$ cat config.mk
export PLATFORM = sky130hd
export DESIGN_NAME = seg_xlate_unit
export DESIGN_NICKNAME = d
export VERILOG_FILES = /design/src/rtl/seg_xlate_pkg.sv /design/src/rtl/seg_desc_fetch.sv /design/src/rtl/seg_cache_bank.sv /design/src/rtl/seg_addr_gen.sv /design/src/rtl/seg_xlate_unit.sv
export SDC_FILE = /design/constraint.sdc
export NUM_CORES = 1
export LEC_CHECK = 0
export ABC_AREA = 1
export CAP_MARGIN = 20
export CORE_UTILIZATION = 40
export CTS_CLUSTER_DIAMETER = 100
export DETAILED_ROUTE_END_ITERATION = 10
export DONT_BUFFER_PORTS = 1
export SLEW_MARGIN = 20
export SYNTH_ARGS = -nofsm -noshare
export SYNTH_HDL_FRONTEND = slang
export SYNTH_SLANG_ARGS = --single-unit
$ cat constraint.sdc
create_clock -name clk_i -period 2.9 [get_ports clk_i]
set_input_delay 0.435 -clock clk_i [delete_from_list [all_inputs] [get_ports clk_i]]
set_output_delay 0.435 -clock clk_i [all_outputs]
set_load 0.1 [all_outputs]
$ cat src/rtl/seg_xlate_pkg.sv
package seg_xlate_pkg;
  localparam int SEL_W = 16;
  localparam int IDX_W = 13;
  localparam int AW    = 32;

  typedef struct packed {
    logic [IDX_W-1:0] index;
    logic             ti;
    logic [1:0]       rpl;
  } sel_t;

  function automatic logic sel_is_null(sel_t s);
    return (s.ti == 1'b0) && (s.index == '0);
  endfunction

  function automatic logic [AW-1:0] desc_base(logic [31:0] lo, logic [31:0] hi);
    return {hi[31:24], hi[7:0], lo[31:16]};
  endfunction
endpackage

$ cat src/rtl/seg_desc_fetch.sv
module seg_desc_fetch
  import seg_xlate_pkg::*;
#(
  parameter int RW = 3
) (
  input  logic          clk_i,
  input  logic          rst_ni,
  input  logic          start_i,
  input  logic [RW-1:0] start_reg_i,
  input  sel_t          sel_i,
  input  logic [AW-1:0] gdt_base_i,
  input  logic [AW-1:0] ldt_base_i,
  output logic          mem_req_o,
  output logic [AW-1:0] mem_addr_o,
  input  logic          mem_rvalid_i,
  input  logic [31:0]   mem_rdata_i,
  output logic          busy_o,
  output logic [RW-1:0] pend_reg_o,
  output logic          fill_o,
  output logic [AW-1:0] fill_base_o
);
  typedef enum logic [1:0] {F_IDLE, F_LO, F_HI} fstate_e;

  fstate_e       state_q;
  logic [AW-1:0] addr_q;
  logic [31:0]   lo_q;
  logic [RW-1:0] reg_q;
  logic [AW-1:0] table_base;

  assign table_base = sel_i.ti ? ldt_base_i : gdt_base_i;

  always_ff @(posedge clk_i or negedge rst_ni) begin
    if (!rst_ni) begin
      state_q <= F_IDLE;
      addr_q  <= '0;
      lo_q    <= '0;
      reg_q   <= '0;
    end else begin
      unique case (state_q)
        F_IDLE: if (start_i) begin
          addr_q  <= table_base + AW'({sel_i.index, 3'b000});
          reg_q   <= start_reg_i;
          state_q <= F_LO;
        end
        F_LO: if (mem_rvalid_i) begin
          lo_q    <= mem_rdata_i;
          state_q <= F_HI;
        end
        F_HI: if (mem_rvalid_i) state_q <= F_IDLE;
        default: state_q <= F_IDLE;
      endcase
    end
  end

  assign busy_o      = (state_q != F_IDLE);
  assign mem_req_o   = busy_o;
  assign mem_addr_o  = (state_q == F_HI) ? addr_q + AW'(4) : addr_q;
  assign pend_reg_o  = reg_q;
  assign fill_o      = (state_q == F_HI) && mem_rvalid_i;
  assign fill_base_o = desc_base(lo_q, mem_rdata_i);


  req_hold_chk: assert property (@(posedge clk_i) disable iff (!rst_ni)
    (mem_req_o && !mem_rvalid_i) |=> (mem_req_o && $stable(mem_addr_o)));
endmodule

$ cat src/rtl/seg_cache_bank.sv
module seg_cache_bank
  import seg_xlate_pkg::*;
#(
  parameter int NUM_SEG = 6,
  parameter int RW      = 3
) (
  input  logic          clk_i,
  input  logic          rst_ni,
  input  logic          ld_we_i,
  input  logic [RW-1:0] ld_reg_i,
  input  sel_t          ld_sel_i,
  input  logic          fill_i,
  input  logic [RW-1:0] fill_reg_i,
  input  logic [AW-1:0] fill_base_i,
  input  logic [RW-1:0] rd_reg_i,
  output logic [AW-1:0] rd_base_o,
  output logic          rd_valid_o,
  output logic [1:0]    cpl_o
);
  sel_t          sel_q   [NUM_SEG];
  logic [AW-1:0] base_q  [NUM_SEG];
  logic          valid_q [NUM_SEG];

  for (genvar i = 0; i < NUM_SEG; i++) begin : g_ent
    always_ff @(posedge clk_i or negedge rst_ni) begin
      if (!rst_ni) begin
        sel_q[i]   <= '0;
        base_q[i]  <= '0;
        valid_q[i] <= 1'b0;
      end else if (ld_we_i && ld_reg_i == RW'(i)) begin
        sel_q[i]   <= ld_sel_i;
        valid_q[i] <= 1'b0;
      end else if (fill_i && fill_reg_i == RW'(i)) begin
        base_q[i]  <= fill_base_i;
        valid_q[i] <= 1'b1;
      end
    end
  end

  always_comb begin
    rd_base_o  = '0;
    rd_valid_o = 1'b0;
    for (int i = 0; i < NUM_SEG; i++) begin
      if (rd_reg_i == RW'(i)) begin
        rd_base_o  = base_q[i];
        rd_valid_o = valid_q[i];
      end
    end
  end

  assign cpl_o = sel_q[0].rpl;
endmodule

$ cat src/rtl/seg_addr_gen.sv
module seg_addr_gen
  import seg_xlate_pkg::*;
(
  input  logic          clk_i,
  input  logic          rst_ni,
  input  logic          fire_i,
  input  logic          valid_i,
  input  logic [AW-1:0] base_i,
  input  logic [AW-1:0] off_i,
  output logic          done_o,
  output logic [AW-1:0] lin_o,
  output logic          fault_o
);
  always_ff @(posedge clk_i or negedge rst_ni) begin
    if (!rst_ni) begin
      done_o  <= 1'b0;
      lin_o   <= '0;
      fault_o <= 1'b0;
    end else begin
      done_o <= fire_i;
      if (fire_i) begin
        fault_o <= !valid_i;
        lin_o   <= valid_i ? base_i + off_i : '0;
      end
    end
  end


  fault_no_addr_chk: assert property (@(posedge clk_i) disable iff (!rst_ni)
    (done_o && fault_o) |-> (lin_o == '0));
endmodule

$ cat src/rtl/seg_xlate_unit.sv
module seg_xlate_unit
  import seg_xlate_pkg::*;
#(
  parameter int NUM_SEG = 6,
  parameter int RW      = $clog2(NUM_SEG)
) (
  input  logic          clk_i,
  input  logic          rst_ni,
  input  logic [31:0]   gdt_base_i,
  input  logic [31:0]   ldt_base_i,
  input  logic          ld_valid_i,
  input  logic [RW-1:0] ld_reg_i,
  input  logic [15:0]   ld_sel_i,
  output logic          ld_ready_o,
  output logic          mem_req_o,
  output logic [31:0]   mem_addr_o,
  input  logic          mem_rvalid_i,
  input  logic [31:0]   mem_rdata_i,
  output logic          busy_o,
  input  logic          xl_valid_i,
  input  logic [RW-1:0] xl_reg_i,
  input  logic [31:0]   xl_off_i,
  output logic          xl_ready_o,
  output logic          xl_done_o,
  output logic [31:0]   xl_lin_o,
  output logic          xl_fault_o,
  output logic [1:0]    cpl_o
);
  localparam logic [RW:0] SEG_LIM = (RW+1)'(NUM_SEG);

  sel_t          ld_sel;
  logic          ld_fire, ld_null, fetch_go;
  logic          xl_fire, xl_in_range;
  logic [RW-1:0] pend_reg;
  logic          fill;
  logic [AW-1:0] fill_base, rd_base;
  logic          rd_valid;

  assign ld_sel      = sel_t'(ld_sel_i);
  assign ld_null     = sel_is_null(ld_sel);
  assign ld_ready_o  = !busy_o;
  assign ld_fire     = ld_valid_i && ld_ready_o && ({1'b0, ld_reg_i} < SEG_LIM);
  assign fetch_go    = ld_fire && !ld_null;
  assign xl_ready_o  = !(busy_o && xl_reg_i == pend_reg);
  assign xl_fire     = xl_valid_i && xl_ready_o;
  assign xl_in_range = ({1'b0, xl_reg_i} < SEG_LIM);

  seg_desc_fetch #(.RW(RW)) u_fetch (
    .clk_i        (clk_i),
    .rst_ni       (rst_ni),
    .start_i      (fetch_go),
    .start_reg_i  (ld_reg_i),
    .sel_i        (ld_sel),
    .gdt_base_i   (gdt_base_i),
    .ldt_base_i   (ldt_base_i),
    .mem_req_o    (mem_req_o),
    .mem_addr_o   (mem_addr_o),
    .mem_rvalid_i (mem_rvalid_i),
    .mem_rdata_i  (mem_rdata_i),
    .busy_o       (busy_o),
    .pend_reg_o   (pend_reg),
    .fill_o       (fill),
    .fill_base_o  (fill_base)
  );

  seg_cache_bank #(.NUM_SEG(NUM_SEG), .RW(RW)) u_bank (
    .clk_i       (clk_i),
    .rst_ni      (rst_ni),
    .ld_we_i     (ld_fire),
    .ld_reg_i    (ld_reg_i),
    .ld_sel_i    (ld_sel),
    .fill_i      (fill),
    .fill_reg_i  (pend_reg),
    .fill_base_i (fill_base),
    .rd_reg_i    (xl_reg_i),
    .rd_base_o   (rd_base),
    .rd_valid_o  (rd_valid),
    .cpl_o       (cpl_o)
  );

  seg_addr_gen u_agen (
    .clk_i   (clk_i),
    .rst_ni  (rst_ni),
    .fire_i  (xl_fire),
    .valid_i (rd_valid && xl_in_range),
    .base_i  (rd_base),
    .off_i   (xl_off_i),
    .done_o  (xl_done_o),
    .lin_o   (xl_lin_o),
    .fault_o (xl_fault_o)
  );


  xl_latency_chk: assert property (@(posedge clk_i) disable iff (!rst_ni)
    (xl_valid_i && xl_ready_o) |=> xl_done_o);


  null_no_fetch_chk: assert property (@(posedge clk_i) disable iff (!rst_ni)
    (ld_valid_i && ld_ready_o && ld_sel_i[15:2] == '0) |=> !busy_o);


  cpl_track_chk: assert property (@(posedge clk_i) disable iff (!rst_ni)
    (ld_valid_i && ld_ready_o && ld_reg_i == '0) |=> (cpl_o == $past(ld_sel_i[1:0])));


  bad_reg_load_chk: assert property (@(posedge clk_i) disable iff (!rst_ni)
    (ld_valid_i && ld_ready_o && {1'b0, ld_reg_i} >= SEG_LIM) |=> !busy_o);
endmodule

## Word level (Yosys, flattened, before mapping)

Index checks and enable logic that the tools add are counted.
W data, S select, Z words.

- Bitwise logic cells: 7
- Mux-type cells: 31
- $add $sub $neg: 3
- Reductions and logical operators: 45
- $lt $le $gt $ge: 2
- Eq/ne operators: 21

Operators with widths:

| operator | number |
|---|---|
| $mux W32 | 9 |
| $add A32 B16 Y32 | 1 |
| $add A32 B3 Y32 const B | 1 |
| $add A32 B32 Y32 | 1 |
| $logic_and A1 B1 Y1 | 20 |
| $eq A3 B2 Y1 const B | 6 |
| $eq A3 B3 Y1 const B | 6 |
| $mux W1 | 18 |
| $reduce_and A2 Y1 | 8 |
| $reduce_bool A2 Y1 | 7 |
| $logic_not A13 Y1 | 1 |
| $eq A3 B1 Y1 const B | 3 |
| $logic_not A3 Y1 | 3 |
| $not A1 Y1 | 7 |
| $lt A3 B3 Y1 const B | 2 |
| $mux W2 | 3 |
| $ne A2 B2 Y1 const B | 3 |
| $pmux W2 S3 | 1 |
| $logic_not A1 Y1 | 4 |
| $eq A3 B3 Y1 | 1 |
| $reduce_and A3 Y1 | 1 |
| $eq A2 B1 Y1 const B | 1 |
| $eq A2 B2 Y1 const B | 1 |
| $logic_not A2 Y1 | 1 |

- Bits in registers: 303
- Output and inout bits: 72

## Longest topological paths before layout

- Depth after elaboration: 9
- Gate-level depth with buffers: 24
- Gate-level depth less buffers: 22

## Cells and area by module

From an unflattened synthesis, not the netlist that was laid out.

- Cells, all modules: 2,442
- Area, all modules: 17,262.8 sq um

By module, submodules not included:

| module | cells each | area each (sq um) | times used |
|---|---|---|---|
| seg_cache_bank | 1,074 | 8,852.2 | 1 |
| seg_desc_fetch | 701 | 4,640.7 | 1 |
| seg_addr_gen | 630 | 3,608.5 | 1 |
| seg_xlate_unit | 37 | 161.4 | 1 |

## Least setup slack after synthesis

OpenSTA, ideal clock, no wires.

- Path type: register to register
- Start: register u_fetch.state_q[1]
- End: register u_agen.lin_o[16]
- Arrival: 4,002 ps
- Path slack: -1,178 ps
- Stages on the path, launching flop included: 10
- Data required time: 2,824 ps
- Setup time: 76 ps
- Path through: dfrtp_1 > inv_1 > nand2_1 > inv_1 > a21oi_1 > nand4_1 > nand2_1 > clkbuf_1 > nand2_1 > o21ai_1

- Longest elaborated chain between the ends: 4

RTL lines:

| what | line | RTL |
|---|---|---|
| start: declaration | seg_desc_fetch.sv:24 | `fstate_e state_q;` |
| start signal: assignment | seg_desc_fetch.sv:34 | `state_q <= F_IDLE;` |
| start signal: assignment | seg_desc_fetch.sv:43 | `state_q <= F_LO;` |
| start signal: assignment | seg_desc_fetch.sv:47 | `state_q <= F_HI;` |
| $reduce_bool A2 Y1 | seg_desc_fetch.sv:55 | `assign busy_o = (state_q != F_IDLE);` |
| named net busy_o | seg_xlate_unit.sv:19 | `output logic busy_o,` |
| $logic_and A1 B1 Y1 | seg_xlate_unit.sv:44 | `assign xl_ready_o = !(busy_o && xl_reg_i == pend_reg);` |
| $logic_not A1 Y1 | seg_xlate_unit.sv:44 |  |
| named net xl_ready_o | seg_xlate_unit.sv:23 | `output logic xl_ready_o,` |
| $logic_and A1 B1 Y1 | seg_xlate_unit.sv:45 | `assign xl_fire = xl_valid_i && xl_ready_o;` |
| end signal: assignment | seg_addr_gen.sv:23 | `lin_o <= valid_i ? base_i + off_i : '0;` |
| end: declaration | seg_addr_gen.sv:11 | `output logic [AW-1:0] lin_o,` |

The timed path passes the listed nets, and every way through them passes these cells.
A chain may end at the register's enable or synchronous reset.

## Final worst setup path

- Start: register u_fetch.state_q[0]
- End: output mem_addr_o[25]

- Longest elaborated chain between the ends: 2

RTL lines:

| what | line | RTL |
|---|---|---|
| $eq A2 B2 Y1 | seg_desc_fetch.sv:57 | `assign mem_addr_o = (state_q == F_HI) ? addr_q + AW'(4) : addr_q;` |
| $mux W32 | seg_desc_fetch.sv:57 |  |
| end: declaration | seg_xlate_unit.sv:16 | `output logic [31:0] mem_addr_o,` |

No other way between the ends.

==> results by group <==
Route
  – Number of nets still failing antenna checks after routing: 0
  – DRT Wirelength: 48400 um
  – Number of design rule violations left after detail routing: 0
  – Via density per instance: 5.13
  – Detail-routed net length per standard cell: 16.9 um
  – Pre-antenna DRT Iters: 5
  – Vias after detailed routing: 14.7k
  – Drt initial violations: 995

Synth
  – Most repeated cell in the gate-level netlist after synthesis: nand2_1
  – Number of synthesized flops with an enable pin: 0
  – Post-Syn Area: 16100 um^2
  – Share of Yosys cell area claimed by the top area cell type: 44.5%
  – Most numerous cell types in the synthesized netlist: nand2_1, dfrtp_1, o21ai_0
  – Number of synthesized register bits: 287
  – Prevailing post-synth register cell: dfrtp_1
  – Share of synthesized area occupied by flip-flops and latches: 44.5%
  – Main area contributors after synthesis: dfrtp_1, nand2_1, o21ai_0
  – Cell type contributing the most total cell area after synthesis: dfrtp_1
  – Async set or reset register ratio after synthesis: 100%
  – Post-Synthesis Net Count: 2383
  – Avg Inst Size Synth: 7.42 um^2
  – Count of synthesis-stage warnings from yosys: 0
  – Cell variety after synth: 41
  – Gate Count Post-Synth: 2173

Setup path
  – Longest individual stage delay on the worst path: 0.39 ns
  – Largest delay share family, worst path: simple AND/OR/NAND/NOR gates
  – Crit-path cells: inv_2, nand2_4, nor2_4, nand3_4, nor2_4, nand2_4, nor2_4, buf_6, nand3_4, xnor2_4, buf_12
  – Crit path top cell by count: nor2_4
  – Nature of the critical path startpoint: register
  – Data arrival at the endpoint of the critical path: 2.37 ns
  – Data required time at the worst endpoint: 2.47 ns
  – Maximum fanout encountered on the critical timing path: 5
  – Capturing element type of the critical path: output pin
  – Count of buffer and inverter cells on the critical path: 3
  – Kind of critical path: register to output pin
  – Master of the slowest instance on the critical path: dfrtp_1

Floorplan
  – Starting density of the core: 40.6%
  – Standard-cell row count: 73
  – Height of the chip: 203 um
  – Top-level port count: 227
  – Chip width: 203 um
  – Core Area: 39700 um^2
  – Die footprint: 41100 um^2

Clock tree
  – Deepest level of the CTS H-tree: 2
  – Clk buf depth: 3
  – Number of sinks on the clock net: 287
  – Later-pin clock latency in the skew report: 0.56 ns
  – Number of buffers created by CTS: 34
  – CTS tree: done
  – Clock slew at reported path FFs: 0.06 ns
  – Root buffer cell: clkbuf_16
  – Count of hold-fix buffers inserted at cts: 4

STA
  – Final setup TNS: 0 ns
  – Number of failing hold endpoints at the final stage: 287
  – RSZ-0062 raised after global routing: yes
  – Final Setup Violations: 0
  – Min Clock Period, post-route: 2.80 ns
  – Tcrit/Tclk final: 96.7%
  – Minimum setup slack in the final design: 0.0963 ns
  – Normalized max-slew margin: 38.0%
  – Clk_skew: 0.0302 ns
  – Worst-margin pin slew: 0.930 ns
  – Smallest hold slack: -0.419 ns
  – Maximum frequency from static timing analysis: 357 MHz
  – Max-slew violation count: 0

Global route
  – Overall track demand over capacity in global routing: 23.7%
  – First-pass GRT wire length: 77200 um
  – Largest net degree at the start of global routing: 288
  – Antenna violations before repair: 0
  – Grt ovf: 0
  – Number of global-route vias before repair: 14.5k

Min path
  – Class of the tightest hold or removal check: input pin to async pin

Layout
  – Multi-input gate area: 8290 um^2
  – Layout area overhead: 22.8%
  – Number of filler cells placed in the layout: 3935
  – Seq. cell area: 7180 um^2
  – Total Nets Final: 2525
  – Diode count: 0
  – Final core occ: 49.9%
  – Share of cells above drive strength 1: 14.1%

Job
  – Max-cap violations: 0

Place
  – Hpwl dp: 34000 um
  – Weighted congestion at the end of routability-driven global placement: 0.896
  – Minimum setup slack after placement: -0.168 ns
  – Count of buffers inserted at the top-level ports: 0

Outcome
  – Violated checks: negative hold slack
  – Result of the run: complete, but fails checks

Pwr
  – Power density over the cells: 998 nW/um^2
  – Maximum vdd ir drop: 0.000916 V
  – Leakage power of the design: 9.99 nW
[placed cells by master, fill, tap and decap left out, types with 8 or more instances in the layout]
master | netlist | layout
a22oi_1 | 23 | 23
nand3_2 | 0 | 10
nor2_4 | 1 | 8
buf_4 | 6 | 171
xor2_2 | 0 | 16
clkbuf_8 | 0 | 11
a221oi_1 | 9 | 9
xor2_1 | 37 | 17
o21ai_0 | 250 | 249
nor2_1 | 124 | 119
nand2_1 | 753 | 748
inv_1 | 193 | 188
nand3_1 | 140 | 127
nand4_1 | 22 | 22
inv_2 | 5 | 9
nor3_1 | 23 | 19
ha_1 | 53 | 52
a41oi_1 | 22 | 22
buf_12 | 0 | 23
clkbuf_16 | 0 | 34
a21oi_1 | 76 | 75
dfrtp_1 | 287 | 286
[worst reg2reg max path, stage by stage (launching register included)]
cell and delay, ns:
dfrtp_1 0.37, nand3_1 0.08, nand3_1 0.08, a221oi_1 0.22, nand2_1 0.18, ha_1 0.38, nand2_1 0.07, inv_1 0.09
nand2_1 0.08, nor3_1 0.14, nand2_1 0.07, nand2_1 0.24, nand2_1 0.13, nand2_1 0.08, nand2_1 0.05, nand3_1 0.09
nand2_1 0.06
[cell type report]
class	instances	share of cell area, %
inverters	198	3.77
well taps	525	3.32
repair buffers	200	9.12
clock inverters	9	0.480
multi-input cells	1594	41.9
flip-flops and latches	287	36.3
clock buffers	52	5.19
[cell families after synthesis]
logic type | Yosys count | share of synthesized area, %
XOR/XNOR | 49 | 2.66
AND/OR/NAND/NOR | 1089 | 27.6
buffers and inverters | 292 | 7.05
adder cells (fa/ha/maj) | 55 | 4.36
flip-flops | 287 | 44.5
AO/OA/AOI/OAI | 400 | 13.7
multiplexers | 1 | 0.0698
[routing by layer]
metal | vias to the layer above | GRT usage, % | part of all wire [%]
met4 | 0 | 7.20 | 2.5
li1 | 7335 | - | -
met1 | 6884 | 29.8 | 43
met3 | 71 | 4.41 | 5.9
met5 | - | 0 | 0
met2 | 403 | 41.2 | 48
[sequential cells by signal, summed over array words and instances, names as in the netlist]
signal,flops
u_bank.base_q,192
u_agen.lin_o,32
u_fetch.addr_q,32
u_fetch.lo_q,16
u_bank.valid_q,6
u_fetch.pend_reg_o,3
u_bank.cpl_o,2
u_fetch.state_q,2
u_agen.done_o,1
u_agen.fault_o,1
[stage by stage]
stage,std cells,power [W],cell area [um^2]
floorplan,2173,0.0130,16300
global placement,2779,0.0153,18200
detailed placement,2779,0.0154,18200
CTS,2858,0.0198,19600
global route,2865,0.0210,19800
finish,2865,0.0198,19800
[repair_timing]
item,CTS,global route
gates resized for setup,27,19
buffers inserted,14,7
pin swaps,12,14
endpoints found under the setup margin,16,10
endpoints found under the hold margin,292,287
[path summary, 6_finish.rpt]
check | to | slack, ns | startpoint | depth (start not counted)
min in group clk_i | u_fetch.lo_q[19] | 0.04 | mem_rdata_i[19] | 2
hold reg to reg | u_bank.base_q[146] | 0.48 | u_bank.base_q[146] | 2
setup / recovery | mem_addr_o[25] | 0.1 | u_fetch.state_q[0] | 11
setup reg to reg | u_agen.lin_o[17] | 0.39 | u_bank.base_q[168] | 16
hold / removal | u_fetch.lo_q[22] | -0.42 | rst_ni | 0
max in group asynchronous | u_bank.base_q[158] | 2.74 | rst_ni | 0
[report_power, final]
| part | switching [W] | leakage, nW | internal, W |
|---|---|---|---|
| clock | 0.00174 | 0.551 | 0.00247 |
| combinational | 0.00498 | 5.69 | 0.00266 |
| sequential | 0.00233 | 3.75 | 0.00559 |
| total | 0.00905 | 9.99 | 0.0107 |
Note: power is estimated with default switching activity, not from simulation.
